### src/rtl/snp_pkg.sv
package snp_pkg;

    typedef enum logic [2:0] {
        COH_I = 3'd0,
        COH_S = 3'd1,
        COH_E = 3'd2,
        COH_M = 3'd3,
        COH_R = 3'd4
    } coh_e;

    typedef enum logic [1:0] {
        TT_READ  = 2'd0,
        TT_RWITM = 2'd1,
        TT_WRITE = 2'd2,
        TT_OTHER = 2'd3
    } ttype_e;

    typedef enum logic [1:0] {
        PH_IDLE = 2'd0,
        PH_WIN  = 2'd1,
        PH_XFER = 2'd2
    } phase_e;

    // bit 0: intervention on (modified), bit 1: exclusive, bit 2: shared responder
    typedef struct packed {
        logic shr;
        logic excl;
        logic on;
    } cls_cfg_t;

    function automatic coh_e after_forward(input logic rwitm);
        return rwitm ? COH_I : COH_S;
    endfunction

endpackage

### src/rtl/snp_elig.sv
module snp_elig
    import snp_pkg::*;
(
    input  logic [1:0] ttype_i,
    input  logic       full_i,
    input  logic       wt_i,
    input  logic       ci_i,
    input  logic [2:0] state_i,
    input  logic [2:0] cfg_i,
    output logic       claim_o,
    output logic       rwitm_o
);
    cls_cfg_t cfg;
    coh_e     st;
    logic     kind_ok;
    logic     attr_ok;
    logic     class_ok;

    assign cfg     = cls_cfg_t'(cfg_i);
    assign st      = coh_e'(state_i);
    assign rwitm_o = (ttype_e'(ttype_i) == TT_RWITM);
    assign kind_ok = (ttype_e'(ttype_i) == TT_READ) || rwitm_o;
    assign attr_ok = full_i && !wt_i && !ci_i;

    always_comb begin
        unique case (st)
            COH_M:   class_ok = cfg.on;
            COH_E:   class_ok = cfg.on && cfg.excl;
            COH_R:   class_ok = cfg.on && cfg.shr;
            default: class_ok = 1'b0;
        endcase
    end

    assign claim_o = kind_ok && attr_ok && class_ok;

    always_comb begin
        if (claim_o) begin
            assert_claim_attr_R3: assert (!wt_i && !ci_i);
        end
    end
endmodule

### src/rtl/snp_beat_seq.sv
module snp_beat_seq #(
    parameter int DW_W = 2
) (
    input  logic            clk,
    input  logic            rst,
    input  logic            load_i,
    input  logic            step_i,
    input  logic [DW_W-1:0] crit_i,
    output logic [DW_W-1:0] dw_o,
    output logic            first_o,
    output logic            last_o
);
    logic [DW_W-1:0] beat_q;

    always_ff @(posedge clk) begin
        if (rst || load_i) begin
            beat_q <= '0;
        end else if (step_i) begin
            beat_q <= beat_q + 1'b1;
        end
    end

    assign dw_o    = crit_i + beat_q;   // wraps modulo the line size
    assign first_o = (beat_q == '0);
    assign last_o  = &beat_q;
endmodule

### src/rtl/snoop_intervene.sv
module snoop_intervene
    import snp_pkg::*;
#(
    parameter int DWA_W     = 29,
    parameter int DATA_W    = 64,
    parameter int TAG_W     = 4,
    parameter int BEATS     = 4,
    parameter int RETRY_LAT = 2
) (
    input  logic                       clk,
    input  logic                       rst,
    input  logic                       snp_valid_i,
    input  logic [DWA_W-1:0]           snp_dwaddr_i,
    input  logic [1:0]                 snp_ttype_i,
    input  logic                       snp_full_i,
    input  logic                       snp_wt_i,
    input  logic                       snp_ci_i,
    input  logic [TAG_W-1:0]           snp_tag_i,
    input  logic [2:0]                 lk_state_i,
    input  logic                       lk_in_l2_i,
    input  logic [2:0]                 l1_cfg_i,
    input  logic [2:0]                 l2_cfg_i,
    input  logic                       retry_i,
    output logic                       hit_o,
    output logic                       drdy_o,
    output logic [TAG_W-1:0]           dtag_o,
    output logic [DATA_W-1:0]          dbeat_o,
    output logic [DWA_W-$clog2(BEATS)-1:0] rd_line_o,
    output logic [$clog2(BEATS)-1:0]   rd_dw_o,
    input  logic [DATA_W-1:0]          rd_data_i,
    output logic                       coh_we_o,
    output logic [2:0]                 coh_state_o
);
    localparam int DW_W   = $clog2(BEATS);
    localparam int LINE_W = DWA_W - DW_W;
    localparam int WIN_W  = (RETRY_LAT > 1) ? $clog2(RETRY_LAT) : 1;
    localparam logic [WIN_W-1:0] WIN_LAST = WIN_W'(RETRY_LAT - 1);

    phase_e            phase_q;
    logic [WIN_W-1:0]  win_q;
    logic [TAG_W-1:0]  tag_q;
    logic [LINE_W-1:0] line_q;
    logic [DW_W-1:0]   crit_q;
    logic              rwitm_q;

    logic              claim;
    logic              rwitm;
    logic              beat_first;
    logic              beat_last;
    logic [DW_W-1:0]   beat_dw;

    snp_elig u_elig (
        .ttype_i (snp_ttype_i),
        .full_i  (snp_full_i),
        .wt_i    (snp_wt_i),
        .ci_i    (snp_ci_i),
        .state_i (lk_state_i),
        .cfg_i   (lk_in_l2_i ? l2_cfg_i : l1_cfg_i),
        .claim_o (claim),
        .rwitm_o (rwitm)
    );

    snp_beat_seq #(.DW_W(DW_W)) u_seq (
        .clk     (clk),
        .rst     (rst),
        .load_i  (phase_q != PH_XFER),
        .step_i  (phase_q == PH_XFER),
        .crit_i  (crit_q),
        .dw_o    (beat_dw),
        .first_o (beat_first),
        .last_o  (beat_last)
    );

    always_ff @(posedge clk) begin
        if (rst) begin
            phase_q <= PH_IDLE;
            win_q   <= '0;
            tag_q   <= '0;
            line_q  <= '0;
            crit_q  <= '0;
            rwitm_q <= 1'b0;
        end else begin
            unique case (phase_q)
                PH_IDLE: begin
                    if (snp_valid_i && claim) begin
                        phase_q <= PH_WIN;
                        win_q   <= '0;
                        tag_q   <= snp_tag_i;
                        line_q  <= snp_dwaddr_i[DWA_W-1:DW_W];
                        crit_q  <= snp_dwaddr_i[DW_W-1:0];
                        rwitm_q <= rwitm;
                    end
                end
                PH_WIN: begin
                    if (retry_i) begin
                        phase_q <= PH_IDLE;
                    end else if (win_q == WIN_LAST) begin
                        phase_q <= PH_XFER;
                    end else begin
                        win_q <= win_q + 1'b1;
                    end
                end
                PH_XFER: begin
                    if (beat_last) begin
                        phase_q <= PH_IDLE;
                    end
                end
                default: phase_q <= PH_IDLE;
            endcase
        end
    end

    assign hit_o       = (phase_q == PH_WIN);
    assign drdy_o      = (phase_q == PH_XFER);
    assign dtag_o      = tag_q;
    assign rd_line_o   = line_q;
    assign rd_dw_o     = beat_dw;
    assign dbeat_o     = drdy_o ? rd_data_i : '0;
    assign coh_we_o    = drdy_o && beat_first;
    assign coh_state_o = coh_we_o ? after_forward(rwitm_q) : COH_I;

    // ---------------- assertions ----------------
    assert_claim_kind_R1: assert property (@(posedge clk) disable iff (rst)
        $rose(hit_o) |-> ($past(snp_ttype_i) == TT_READ || $past(snp_ttype_i) == TT_RWITM));

    assert_claim_full_R2: assert property (@(posedge clk) disable iff (rst)
        $rose(hit_o) |-> ($past(snp_valid_i) && $past(snp_full_i)
                          && !$past(snp_wt_i) && !$past(snp_ci_i)));

    assert_retry_drops_R6: assert property (@(posedge clk) disable iff (rst)
        (hit_o && retry_i) |=> (!hit_o && !drdy_o));

    assert_data_after_window_R7: assert property (@(posedge clk) disable iff (rst)
        $rose(drdy_o) |-> ($past(hit_o) && !$past(retry_i)));

    assert_wrap_order_R8: assert property (@(posedge clk) disable iff (rst)
        (drdy_o && $past(drdy_o)) |-> (rd_dw_o == DW_W'($past(rd_dw_o) + 1'b1)));

    assert_update_first_R9: assert property (@(posedge clk) disable iff (rst)
        coh_we_o |-> $rose(drdy_o));

    assert_busy_ignored_R10: assert property (@(posedge clk) disable iff (rst)
        $fell(drdy_o) |-> !hit_o);
endmodule

### config.mk
export PLATFORM = sky130hd
export DESIGN_NAME = snoop_intervene
export DESIGN_NICKNAME = d
export VERILOG_FILES = /design/src/rtl/snp_pkg.sv /design/src/rtl/snp_elig.sv /design/src/rtl/snp_beat_seq.sv /design/src/rtl/snoop_intervene.sv
export SDC_FILE = /design/constraint.sdc
export NUM_CORES = 1
export LEC_CHECK = 0
export BUFFER_PORTS_ARGS = -buffer_cell sky130_fd_sc_hd__clkbuf_2
export CORE_AREA = 2 2 85 87
export DETAILED_ROUTE_END_ITERATION = 16
export DIE_AREA = 0 0 87 89
export GPL_TIMING_DRIVEN = 0
export PLACE_DENSITY_LB_ADDON = 0.08
export SLEW_MARGIN = 30
export SYNTH_ARGS = -nofsm -noshare
export SYNTH_HDL_FRONTEND = slang
export SYNTH_SLANG_ARGS = --single-unit
export TNS_END_PERCENT = 10
### constraint.sdc
create_clock -name clk -period 3.54 [get_ports clk]
set_input_delay 0.354 -clock clk [delete_from_list [all_inputs] [get_ports clk]]
set_output_delay 0.354 -clock clk [all_outputs]
set_load 0.05 [all_outputs]
==> results.txt <==
CTS tree: done
global route overflow: 0
clk slew on worst S/H paths: 0.08 ns
Slew Limit Fails: 0
max_cap viols: 0
fmax: 428 MHz
latest clock arrival within the worst-skew pair: 0.29 ns
width of the die: 87 um
initial core utilization: 34.9%
final wirelength: 6.93 mm
post-route design area: 3660 um2
post-synthesis xor/xnor area fraction: 0.747%
Crit path largest cell delay: 0.33 ns
worst-path fanout max: 10
most used cell, CP: clkbuf_1
WHS: 0.293 ns
DR vias: 2428
P&R area growth vs syn: 56.1%
Ports: 219
Setup-failing EPs final: 0
Ys Warns: 0
Final Hold Fails: 0
Site Rows: 30
highest-delay cell along the critical path: dfxtp_1
GPL Wtd Cong: 0.789
commonest non-fill, non-tap cell in the layout: clkbuf_2
FFs w/ async S/R, synth: 0%
critical path class: flip-flop to output pin
DR DRC count: 0
most frequent cells in the layout: clkbuf_2, nand2b_1, and2_1, dfxtp_1, mux2i_1
vias per cell: 4.29
number of synthesized flops with an enable pin: 0
final net count: 604
Die Area: 7740 um2
pre-CTS setup slack: 1.49 ns
post-synthesis mux area share: 16.1%
fin worst setup slack: 1.20 ns
Multi-input gate area: 1410 um2
# diodes: 0
crit path time final: 2.34 ns
worst IR drop on VDD: 164 uV
dpl hpwl: 5.80 mm
Yosys cell types: 28
main combinational cell family by area after synthesis: simple AND/OR/NAND/NOR gates
ys flop type: dfxtp_1
Synth Cell Area: 2350 um2
Post-Synth Simple-Gate Area: 39.8%
largest net degree at the start of global routing: 14
Antenna Nets Post-Route: 0
CORE AREA: 6720 um2
Reg2Reg Setup Slack: 2.04 ns
CP required: 3.19 ns
Hold Path Class: input port to flip-flop
initial antenna violation count: 0
status: finished, final reports clean
Worst setup SP type: flip-flop
CTS Buf Count: 5
RSZ-0062 raised after global routing: false
power after layout: 0.995 mW
total track usage: 16.3%
Compound-Gate Fraction of Synth Area: 1.55%
period utilisation layout: 66.0%
Pwr Density: 272 nW/um2
post-synthesis adder-cell area fraction: 1.60%
placed cell areas: 3530 um2
Detailed Routing Iterations Pass 1: 4
chip height: 89 um
clk sinks: 39
crit-path cells: nand2b_1 > inv_2 > clkbuf_1 > clkbuf_1 > and2_1 > clkbuf_2
sequential share of the synthesized area: 33.3%
Mapped Cells: 262
syn avg cell area: 8.95 um2
hold-fix buffers at CTS: 0
Clock Skew: 0.00643 ns
first-pass GRT wire length: 10.1 mm
Post-Route Setup TNS: 0 ns
Worst Path Arrival: 1.98 ns
H-tree depth: 2
Buffers on Ports: 215
register area: 781 um2
Yosys reg bits: 39
Resize count post-CTS: 0
DR iter-0 viols: 48
Max Root-Sink Buffers: 2
root buf cell: clkbuf_8
DR WL/cell: 12.2 um
Worst setup EP type: output pin
layout cells sized above 1: 48.8%
Fill cells: 668
leakage power: 1.87 nW
number of global-route vias before repair: 2234
Post-CTS Setup Repair Bufs: 0
==> routing by layer <==
metal	routed length (um)	track usage, %	vias up
met5	0	0	-
met4	25	3.84	0
met3	607	5.08	2
met2	3380	27.6	113
met1	2920	20.3	1046
li1	-	-	1267
==> sequential cells by signal (all words and copies together), names as in the netlist <==
name / cells
rd_line_o: 27
crit_q: 2
win_q: 1
rwitm_q: 1
u_seq.beat_q: 2
phase_q: 2
dtag_o: 4
==> path summary, 6_finish.rpt <==
check / end / cells past startpoint / startpoint
max: dbeat_o[34] / 6 / phase_q[0]
min: rd_line_o[13] / 3 / snp_dwaddr_i[15]
max reg2reg: rd_line_o[16] / 6 / phase_q[1]
min reg2reg: rd_line_o[11] / 2 / rd_line_o[11]
==> Yosys cell counts (2+ instances only) <==
| cell type | count | area (um2) |
|---|---|---|
| ha_1 | 3 | 37.5 |
| nand2b_1 | 69 | 432 |
| and2_1 | 65 | 407 |
| nor3b_1 | 2 | 15.0 |
| clkbuf_1 | 15 | 56.3 |
| inv_1 | 3 | 11.3 |
| nor2b_1 | 3 | 18.8 |
| dfxtp_1 | 39 | 781 |
| buf_4 | 2 | 15.0 |
| mux2_2 | 2 | 22.5 |
| nor2_1 | 6 | 22.5 |
| mux2i_1 | 34 | 340 |
| buf_12 | 3 | 60.1 |
| xnor2_1 | 2 | 17.5 |
==> report_power, final <==
part / internal [mW] / leakage (nW) / switching (mW)
sequential: 0.439 / 0.314 / 0.000554
clock: 0.281 / 0.0644 / 0.161
combinational: 0.0701 / 1.49 / 0.0429
total: 0.790 / 1.87 / 0.205
==> cell families (layout without fill, tap and decap cells) <==
family          after synthesis  in the layout
fa+ha+maj                     3              3
compound gates                5              5
xor+xnor                      2              2
mux                          37             37
flops                        39             39
other cells                   1              2
buf+inv                      25            248
simple gates                150            150
==> cell type report <==
type	instances	share of cell area [%]
timing repair buffer	215	29.4
buffer	21	3.89
tap	80	2.73
sequential	39	21.3
clock inverter	3	1.84
inverter	4	0.410
clock buffer	5	1.88
multi-input combinational	199	38.5
==> per-stage QoR <==
step | cells | utilization, %
5_1_grt | 566 | 54.5
2_1_floorplan | 263 | -
3_5_place_dp | 558 | 52.5
6_report | 566 | 54.5
4_1_cts | 566 | 54.5
3_3_place_gp | 558 | 52.5
==> worst max-delay path, delay by kind of cell (launching register included) <==
family	cells	cell delay (ns)
flip-flops	1	0.33
buffers and inverters	4	0.97
AND/OR/NAND/NOR	2	0.40
Note: power is estimated with default switching activity, not from simulation.
